===== config.mk =====
export PLATFORM = sky130hd
export DESIGN_NAME = img_binarizer
export DESIGN_NICKNAME = d
export VERILOG_FILES = /design/src/rtl/bin_pkg.sv /design/src/rtl/rst_sync.sv /design/src/rtl/bin_hist.sv /design/src/rtl/word_binarize.sv /design/src/rtl/img_binarizer.sv
export SDC_FILE = /design/constraint.sdc
export NUM_CORES = 2
export LEC_CHECK = 0
export BUFFER_PORTS_ARGS = -buffer_cell sky130_fd_sc_hd__buf_2
export CAP_MARGIN = 10
export CORE_UTILIZATION = 60
export CTS_CLUSTER_SIZE = 12
export DETAILED_ROUTE_END_ITERATION = 8
export PLACE_DENSITY = 0.78
export SYNTH_ARGS = -nofsm -noshare
export SYNTH_HDL_FRONTEND = slang
export SYNTH_SLANG_ARGS = --single-unit

===== constraint.sdc =====
create_clock -name clk -period 50.6 [get_ports clk]
set_clock_uncertainty 0.1 [all_clocks]
set_input_delay 0 -clock clk [delete_from_list [all_inputs] [get_ports clk]]
set_output_delay 0 -clock clk [all_outputs]
set_load 0.01 [all_outputs]

===== src/rtl/bin_pkg.sv =====
package bin_pkg;
  localparam int PIX_W     = 8;
  localparam int LANES     = 4;
  localparam int WORD_W    = LANES * PIX_W;
  localparam int NBINS     = 8;
  localparam int BIN_SEL_W = $clog2(NBINS);
  localparam int INC_W     = $clog2(LANES + 1);

  localparam logic [1:0] Q_SRC  = 2'd0;
  localparam logic [1:0] Q_DST  = 2'd2;
  localparam logic [1:0] Q_STAT = 2'd3;

  typedef enum logic [2:0] {
    S_IDLE,
    S_HREAD,
    S_STAT,
    S_BREAD,
    S_BWRITE
  } state_t;
endpackage


===== src/rtl/rst_sync.sv =====
module rst_sync (
  input  logic clk,
  input  logic arst_n,
  output logic rst_n_o
);
  logic [1:0] sync_q;

  always_ff @(posedge clk or negedge arst_n) begin
    if (!arst_n) sync_q <= 2'b00;
    else         sync_q <= {sync_q[0], 1'b1};
  end

  assign rst_n_o = sync_q[1];
endmodule


===== src/rtl/bin_hist.sv =====
module bin_hist import bin_pkg::*; #(
  parameter int CNT_W = 21
) (
  input  logic                             clk,
  input  logic                             rst_n,
  input  logic                             clr_i,
  input  logic                             en_i,
  input  logic [WORD_W-1:0]                word_i,
  output logic [NBINS-1:0][CNT_W-1:0]      counts_o,
  output logic [PIX_W-1:0]                 thr_o
);
  localparam int HALF_SPAN = (1 << (PIX_W - BIN_SEL_W)) / 2;

  logic [NBINS-1:0][INC_W-1:0] inc;

  for (genvar b = 0; b < NBINS; b++) begin : g_bin
    always_comb begin
      inc[b] = '0;
      for (int l = 0; l < LANES; l++) begin
        if (word_i[l*PIX_W + PIX_W - BIN_SEL_W +: BIN_SEL_W] == BIN_SEL_W'(b))
          inc[b] = inc[b] + INC_W'(1);
      end
    end

    always_ff @(posedge clk or negedge rst_n) begin
      if (!rst_n)     counts_o[b] <= '0;
      else if (clr_i) counts_o[b] <= '0;
      else if (en_i)  counts_o[b] <= counts_o[b] + CNT_W'(inc[b]);
    end
  end

  logic [BIN_SEL_W-1:0] pk_a, pk_b;
  logic [BIN_SEL_W:0]   pk_sum;

  always_comb begin
    pk_a = '0;
    for (int i = 1; i < NBINS; i++)
      if (counts_o[i] > counts_o[pk_a]) pk_a = BIN_SEL_W'(i);
    pk_b = (pk_a == '0) ? BIN_SEL_W'(1) : '0;
    for (int i = 0; i < NBINS; i++)
      if ((BIN_SEL_W'(i) != pk_a) && (counts_o[i] > counts_o[pk_b])) pk_b = BIN_SEL_W'(i);
    pk_sum = {1'b0, pk_a} + {1'b0, pk_b};
    thr_o  = PIX_W'(int'(pk_sum) * HALF_SPAN + HALF_SPAN);
  end
endmodule


===== src/rtl/word_binarize.sv =====
module word_binarize import bin_pkg::*; (
  input  logic [WORD_W-1:0] word_i,
  input  logic [PIX_W-1:0]  thr_i,
  output logic [WORD_W-1:0] word_o
);
  for (genvar l = 0; l < LANES; l++) begin : g_lane
    assign word_o[l*PIX_W +: PIX_W] =
      (word_i[l*PIX_W +: PIX_W] > thr_i) ? {PIX_W{1'b1}} : {PIX_W{1'b0}};
  end
endmodule


===== src/rtl/img_binarizer.sv =====
module img_binarizer import bin_pkg::*; #(
  parameter int ADDR_W = 18
) (
  input  logic                clk,
  input  logic                rst_n,
  input  logic                start_i,
  input  logic                auto_mode_i,
  input  logic [PIX_W-1:0]    man_thresh_i,
  input  logic [ADDR_W:0]     img_words_i,
  output logic                mem_req_o,
  output logic                mem_we_o,
  output logic [ADDR_W+1:0]   mem_addr_o,
  output logic [WORD_W-1:0]   mem_wdata_o,
  input  logic                mem_ack_i,
  input  logic [WORD_W-1:0]   mem_rdata_i,
  output logic                busy_o,
  output logic                done_o
);
  localparam int LEN_W = ADDR_W + 1;
  localparam int CNT_W = ADDR_W + 3;

  logic                          rst_s;
  state_t                        st_q, st_d;
  logic [LEN_W-1:0]              idx_q, idx_d, len_q, len_m1;
  logic                          done_q, done_d;
  logic [PIX_W-1:0]              thr_q, thr_d, auto_thr;
  logic [WORD_W-1:0]             word_q, bin_word, wdata;
  logic [1:0]                    quad;
  logic                          cfg_en, thr_en, word_en, hist_clr, hist_en;
  logic [NBINS-1:0][CNT_W-1:0]   counts;

  rst_sync u_rst (.clk(clk), .arst_n(rst_n), .rst_n_o(rst_s));

  bin_hist #(.CNT_W(CNT_W)) u_hist (
    .clk(clk), .rst_n(rst_s), .clr_i(hist_clr), .en_i(hist_en),
    .word_i(mem_rdata_i), .counts_o(counts), .thr_o(auto_thr)
  );

  word_binarize u_bin (.word_i(word_q), .thr_i(thr_q), .word_o(bin_word));

  assign len_m1 = len_q - LEN_W'(1);

  // next-state logic
  always_comb begin
    st_d     = st_q;
    idx_d    = idx_q;
    done_d   = 1'b0;
    cfg_en   = 1'b0;
    thr_en   = 1'b0;
    thr_d    = auto_thr;
    hist_clr = 1'b0;
    hist_en  = 1'b0;
    word_en  = 1'b0;
    unique case (st_q)
      S_IDLE: if (start_i) begin
        cfg_en   = 1'b1;
        hist_clr = 1'b1;
        idx_d    = '0;
        if (auto_mode_i) st_d = S_HREAD;
        else begin
          thr_en = 1'b1;
          thr_d  = man_thresh_i;
          st_d   = S_BREAD;
        end
      end
      S_HREAD: if (mem_ack_i) begin
        hist_en = 1'b1;
        if (idx_q == len_m1) begin
          idx_d = '0;
          st_d  = S_STAT;
        end else idx_d = idx_q + LEN_W'(1);
      end
      S_STAT: if (mem_ack_i) begin
        if (idx_q == LEN_W'(NBINS)) begin
          idx_d  = '0;
          thr_en = 1'b1;
          st_d   = S_BREAD;
        end else idx_d = idx_q + LEN_W'(1);
      end
      S_BREAD: if (mem_ack_i) begin
        word_en = 1'b1;
        st_d    = S_BWRITE;
      end
      S_BWRITE: if (mem_ack_i) begin
        if (idx_q == len_m1) begin
          done_d = 1'b1;
          st_d   = S_IDLE;
        end else begin
          idx_d = idx_q + LEN_W'(1);
          st_d  = S_BREAD;
        end
      end
      default: st_d = S_IDLE;
    endcase
  end

  // control registers
  always_ff @(posedge clk or negedge rst_s) begin
    if (!rst_s) begin
      st_q   <= S_IDLE;
      idx_q  <= '0;
      done_q <= 1'b0;
    end else begin
      st_q   <= st_d;
      idx_q  <= idx_d;
      done_q <= done_d;
    end
  end

  // datapath registers with explicit enables
  always_ff @(posedge clk) begin
    if (cfg_en) len_q  <= img_words_i;
    if (thr_en) thr_q  <= thr_d;
    if (word_en) word_q <= mem_rdata_i;
  end

  // memory port drive
  always_comb begin
    quad  = Q_SRC;
    wdata = '0;
    case (st_q)
      S_STAT: begin
        quad  = Q_STAT;
        wdata = (idx_q < LEN_W'(NBINS)) ? WORD_W'(counts[idx_q[BIN_SEL_W-1:0]])
                                         : WORD_W'(auto_thr);
      end
      S_BWRITE: begin
        quad  = Q_DST;
        wdata = bin_word;
      end
      default: ;
    endcase
  end

  assign mem_req_o   = (st_q != S_IDLE);
  assign mem_we_o    = (st_q == S_STAT) || (st_q == S_BWRITE);
  assign mem_addr_o  = {quad, idx_q[ADDR_W-1:0]};
  assign mem_wdata_o = wdata;
  assign busy_o      = (st_q != S_IDLE);
  assign done_o      = done_q;
endmodule


Word-level counts from Yosys, hierarchy flattened
Cells that the tools add are included.
- register bits: 252
- word-level logic and storage cells: 291
- $add $sub $neg: 36
- magnitude comparators: 35
- equal/unequal tests: 49
- muxes and demuxes: 135
- reduce and logical (&&, ||, !) cells: 21
- operators with widths (kind ; number):
    binary-select mux 21 bit (select 3 bit) ; 15
    two-way mux 21 bit ; 32
    greater-than comparator 21 bit ; 15
    adder 21 x 3 -> 21 bit ; 8
    two-way mux 19 bit ; 7
    two-way mux 3 bit ; 43
    one-hot mux 19 bit (4 select lines) ; 1
    one-hot mux 32 bit (2 select lines) ; 1
    two-way mux 8 bit ; 7
    == test 3 bit, second input constant ; 17
    adder 3 x 1 -> 3 bit, second input constant ; 16
    < comparator 3 x 4 -> 1 bit, second input constant ; 12
    greater-than comparator 8 bit ; 4
    == test 3 x 2 -> 1 bit, second input constant ; 10
    two-way mux 1 bit ; 22
    adder 19 x 1 -> 19 bit, second input constant ; 1
    == test 19 bit ; 1
    == test 19 x 4 -> 1 bit, second input constant ; 1
    < comparator 19 x 4 -> 1 bit, second input constant ; 1
    subtractor 19 x 1 -> 19 bit, second input constant ; 1
    zero test 3 bit ; 6
    adder 1 x 1 -> 2 bit, second input constant ; 8
    != test 2 bit, second input constant ; 8
    == test 3 x 1 -> 1 bit, second input constant ; 5
    18 further kinds ; 34

Logic depth before layout (Yosys ltp)
- depth after elaboration: 73
- mapped depth: 180
- depth with buffers taken out: 160

Modules after synthesis
From an unflattened synthesis, not the netlist that was laid out.
- cell total of the unflattened synthesis: 3665
- area total of the unflattened synthesis: 29655.9 um^2
- by module, submodules not included (module ; times used ; cells each ; area an instance (um^2)):
    bin_hist ; 1 ; 3035 ; 22953.3
    img_binarizer ; 1 ; 512 ; 5729.2
    word_binarize ; 1 ; 115 ; 919.6
    rst_sync ; 1 ; 3 ; 53.8

Worst setup path before layout
Ideal clock, no wire load.
- kind: reg2reg
- start: reg u_hist.counts_o[10] (netlist bit)
- end: reg thr_q[6], data pin
- arrival: 34.912 ns
- required time: 50.240 ns
- setup slack: 15.329 ns
- stages on the path, launching flop included: 165
- clock period less this slack: 35.271 ns
- cell sequence: dfrtp_1 clkbuf_1 inv_1 ha_1 a21o_1 a21o_1 a221o_1 a2111oi_1 or2_2 buf_2 buf_1 mux2i_1 ha_1 a21oi_1 nand2_1 a221o_1 or4b_1 nand2_1 [129 not listed] ha_1 nor2b_1 o21a_1 o21a_1 o21a_1 o21a_1 o21a_1 o21a_1 o21ai_0 a211oi_1 o211ai_1 nand2_1 ha_1 fa_1 ha_1 xnor2_1 xnor2_1 mux2_2
- cells in the longest elaborated chain, start to end: 73
- ends and longest elaborated chain (item ; RTL line ; RTL):
    start, declared ; bin_hist.sv:9 ; output logic [NBINS-1:0][CNT_W-1:0] counts_o,
    start signal, assigned by index ; bin_hist.sv:28 ; else if (en_i) counts_o[b] <= counts_o[b] + CNT_W'(inc[b]);
    greater-than comparator 21 bit ; bin_hist.sv:38 ; if (counts_o[i] > counts_o[pk_a]) pk_a = BIN_SEL_W'(i);
    two-way mux 1 bit ; bin_hist.sv:38 ;
    binary-select mux 21 bit (select 3 bit) ; bin_hist.sv:38 ;
    two-way mux 21 bit (implied by the code) ; bin_hist.sv:38 ;
    greater-than comparator 21 bit ; bin_hist.sv:38 ;
    two-way mux 2 bit ; bin_hist.sv:38 ;
    binary-select mux 21 bit (select 3 bit) ; bin_hist.sv:38 ;
    two-way mux 21 bit (implied by the code) ; bin_hist.sv:38 ;
    [58 not listed] ; - ;
    logical AND 1 bit ; bin_hist.sv:41 ; if ((BIN_SEL_W'(i) != pk_a) && (counts_o[i] > counts_o[pk_b])) pk_b = BIN_SEL_W'(i);
    two-way mux 3 bit ; bin_hist.sv:41 ;
    adder 3 x 3 -> 4 bit * ; bin_hist.sv:42 ; pk_sum = {1'b0, pk_a} + {1'b0, pk_b};
    adder 8 x 5 -> 8 bit * ; bin_hist.sv:43 ; thr_o = PIX_W'(int'(pk_sum) * HALF_SPAN + HALF_SPAN);
    two-way mux 8 bit ; img_binarizer.sv:59 ; if (auto_mode_i) st_d = S_HREAD;
    two-way mux 8 bit ; img_binarizer.sv:55 ; S_IDLE: if (start_i) begin
    two-way mux 8 bit * ; img_binarizer.sv:54 ; unique case (st_q)
    net thr_d[6] ; img_binarizer.sv:26 ; logic [PIX_W-1:0] thr_q, thr_d, auto_thr;
    end signal, assigned ; img_binarizer.sv:113 ; if (thr_en) thr_q <= thr_d;
    end, declared ; img_binarizer.sv:26 ;
Mark *: on every way through the listed nets, which the timed path passes. The rest lies on a longest branch. The select of a mux whose other input is x is not followed.
A chain may end at the register's enable or synchronous reset.

Final worst setup path
- start: reg u_hist.counts_o[3] (netlist bit)
- end: out mem_wdata_o[7]
- cells in the longest elaborated chain, start to end: 72
- ends and longest elaborated chain (item ; RTL line ; RTL):
    greater-than comparator 21 bit ; bin_hist.sv:38 ;
    two-way mux 1 bit ; bin_hist.sv:38 ;
    binary-select mux 21 bit (select 3 bit) ; bin_hist.sv:38 ;
    two-way mux 21 bit (implied by the code) ; bin_hist.sv:38 ;
    greater-than comparator 21 bit ; bin_hist.sv:38 ;
    two-way mux 2 bit ; bin_hist.sv:38 ;
    binary-select mux 21 bit (select 3 bit) ; bin_hist.sv:38 ;
    two-way mux 21 bit (implied by the code) ; bin_hist.sv:38 ;
    [56 not listed] ; - ;
    two-way mux 21 bit (implied by the code) ; bin_hist.sv:41 ;
    greater-than comparator 21 bit ; bin_hist.sv:41 ;
    logical AND 1 bit ; bin_hist.sv:41 ;
    two-way mux 3 bit ; bin_hist.sv:41 ;
    adder 3 x 3 -> 4 bit * ; bin_hist.sv:42 ;
    adder 8 x 5 -> 8 bit * ; bin_hist.sv:43 ;
    two-way mux 21 bit * ; img_binarizer.sv:124 ; wdata = (idx_q < LEN_W'(NBINS)) ? WORD_W'(counts[idx_q[BIN_SEL_W-1:0]])
    one-hot mux 32 bit (2 select lines) * ; img_binarizer.sv:121 ; case (st_q)
    end, declared ; img_binarizer.sv:13 ; output logic [WORD_W-1:0] mem_wdata_o,
Every way passes the cells marked *; elsewhere a longest branch is shown, timed or not. The select of a mux whose other input is x is not followed.

==> results_dict.tcl <==
set metrics [dict create \
    yosysUniqueCellTypes 106 \
    cts_buffer_depth 3 \
    r2r-start "u_hist.counts_o[3]$_DFFE_PN0P_" \
    io_pins 120 \
    holdCritStartpoint "mem_rdata_i[16]" \
    finalSetupViolCount 0 \
    required_ns 50.50 \
    outcome "complete, but fails checks" \
    cts-htree-levels 1 \
    die_w_um 225 \
    track_usage_pct 51.5 \
    synth_edf_count 59 \
    yosysTopAreaCell "dfrtp_1" \
    clk_latency_ns 0.61 \
    wl_um 133000 \
    hold-worst-slack_ns 0.00880 \
    fin_crit_ns 47.37 \
    met2_usage_pct 71.4 \
    floorplan.initialDensity_pct 60.9 \
    grt-busiest-layer "met2" \
    synth_nets 4139 \
    cp_slowest_cell "a2111oi_0" \
    cts_made_buffers 28 \
    rsz0062_at_grt "false" \
    dieArea_um2 50600 \
    hold_violations 0 \
    postSynth.asyncResetShare_pct 76.6 \
    period_share_pct 93.6 \
    drive_gt1_share_pct 11.4 \
    route.detailed.drc 20 \
    seq_area_um2 6610 \
    num_rows 81 \
    antenna_found_initial 6 \
    routedWlPerCell_um 29.9 \
    final_cell_mix "381 x ha_1, 362 x nand2_1, 359 x nor2_1" \
    first_pass_iters 9 \
    vias 32000 \
    use_met1_pct 67.4 \
    dp_hpwl_um 95500 \
    startpoint "u_hist.counts_o[3]$_DFFE_PN0P_" \
    grt_use_met3_pct 17.6 \
    cpMostUsedCell "ha_1" \
    worstSetupPathType "reg2out" \
    ys_warn_count 0 \
    violations "DRC" \
    max_stage_delay_ns 1.10 \
    slew_headroom_pct 11.3 \
    min_path_type "in2reg" \
    nets 4214 \
    cp_num_buf_inv 16 \
    die_h_um 225 \
    ant_nets 0 \
    grt_start_max_net_pins 92 \
    avgSynthCellArea_um2 8.09 \
    synth-seq-cells 252 \
    tritoncts "yes" \
    yosys-top-cells-area "dfrtp_1 16%, ha_1 16%, edfxtp_1 5.9%, nor2_1 4.6%, nand2_1 4.6%" \
    cts_root_buf "clkbuf_16" \
    grt_overflow 0 \
    core_um2 49000 \
    clk_pin_slew_worst_paths_ns 0.07 \
    gp_congestion 1.13 \
    max_cap_violations 0 \
    finalMaxSlewViolations 0 \
    worst-path-max-fanout 51 \
    synth_top_area_share_pct 16.2 \
    multi_input_area_um2 21400 \
    end_kind "primary output" \
    ys_seq_area_share_pct 22.1 \
    tns_ns 0 \
    ys.flop_type "dfrtp_1" \
    grt_pass1_vias 29900 \
    syn_to_final_growth_pct 9.80 \
    clock.fmax_mhz 21.1 \
    cts_setup_buffers 0 \
    port_buffers 119 \
    tightest_slew_ns 1.30 \
    viasPerCell 7.20 \
    synth_cells 3685 \
    crit_family "compound AO/OA/AOI/OAI gates" \
    cp-start-kind "register" \
    cp.arrival_ns 47.27 \
    initialDrtViolationCount 5133 \
    grt_pass1_wl_um 193000 \
    cts.sinks 252 \
    synth_area_um2 29800 \
    num-fill-cells 4089 \
    final_common_cell "ha_1" \
]
-- synth_stat cells (36+ instances only) --
cell,n
a211oi_1,37
a21o_1,79
a21oi_1,232
a31oi_1,50
and3_1,49
clkbuf_1,185
dfrtp_1,193
edfxtp_1,59
ha_1,381
inv_1,158
mux2_2,36
mux2i_1,100
mux4_2,42
nand2_1,362
nand3_1,127
nand4_1,93
nor2_1,363
nor3_1,63
o211ai_1,45
o21ai_0,243
xnor2_1,91
xor2_1,106
-- path summary, 6_finish.rpt --
path | slack [ns] | end | cells past startpoint
max reg2reg | 3.90 | thr_q[6]$_DFFE_PP_ | 154
min in group asynchronous | 0.16 | u_rst.sync_q[1]$_DFF_PN0_ | 3
min | 0.009 | word_q[16]$_DFFE_PP_ | 2
min reg2reg | 0.18 | u_hist.counts_o[101]$_DFFE_PN0P_ | 0
max | 3.23 | mem_wdata_o[7] | 157
max in group asynchronous | 48.42 | idx_q[0]$_DFFE_PN0P_ | 2
-- cells by family after synthesis --
group                    after synthesis  synth area share [%]
other                                  1                0.0126
adder cells (fa/ha/maj)              391                  16.6
buffers and inverters                442                  6.16
flip-flops                           252                  22.1
multiplexers                         178                  7.89
XOR/XNOR                             197                  5.79
AO/OA/AOI/OAI                        967                  21.3
AND/OR/NAND/NOR                     1257                  20.1
-- layout make-up --
cell class	instances	share of cell area [%]
Multi-Input combinational cell	2991	65.5
Sequential cell	252	20.2
Timing Repair Buffer	326	7.14
Clock buffer	42	2.55
Tap cell	664	2.54
Inverter	161	1.86
Clock inverter	7	0.210
Antenna cell	3	0.0229
-- state kept, by name, summed over array words and instances, names as in the netlist --
signal           count
u_hist.counts_o    168
done_o               1
idx_q               19
len_q               19
word_q              32
st_q                 3
u_rst.sync_q         2
thr_q                8
-- repair_timing --
item                      in CTS  in global routing
hold endpoints to repair      73                  0
hold buffers                  75                  0
resized for setup              0                  0
-- worst register-to-register path, delay by kind of cell, from the launching register on --
family,cells,cell delay [ns]
XOR/XNOR,2,0.29
buffers and inverters,15,5.05
adder cells (fa/ha/maj),17,4.94
flip-flops,1,0.67
multiplexers,12,3.13
AO/OA/AOI/OAI,58,16.05
AND/OR/NAND/NOR,50,16.20
-- routing by layer --
layer / vias to the layer above / wire, um
li1: 13700 / -
met1: 15100 / 48700
met2: 2642 / 52500
met3: 663 / 20800
met4: 4 / 10900
met5: - / 124
-- stage by stage --
step	setup WS [ns]	std cells	cell area, um^2	utilization (%)
after floorplan	15.33	3685	29800	-
after global placement	6.83	4319	31100	63.5
after detailed placement	6.07	4319	31100	63.5
after CTS	5.27	4443	32700	66.9
after global routing	2.03	4444	32700	66.9
final	3.23	4446	32700	66.9
Power is left out: the tool's default activity adds up to more than one toggle a clock period on the data nets, which glitch-free logic cannot reach.
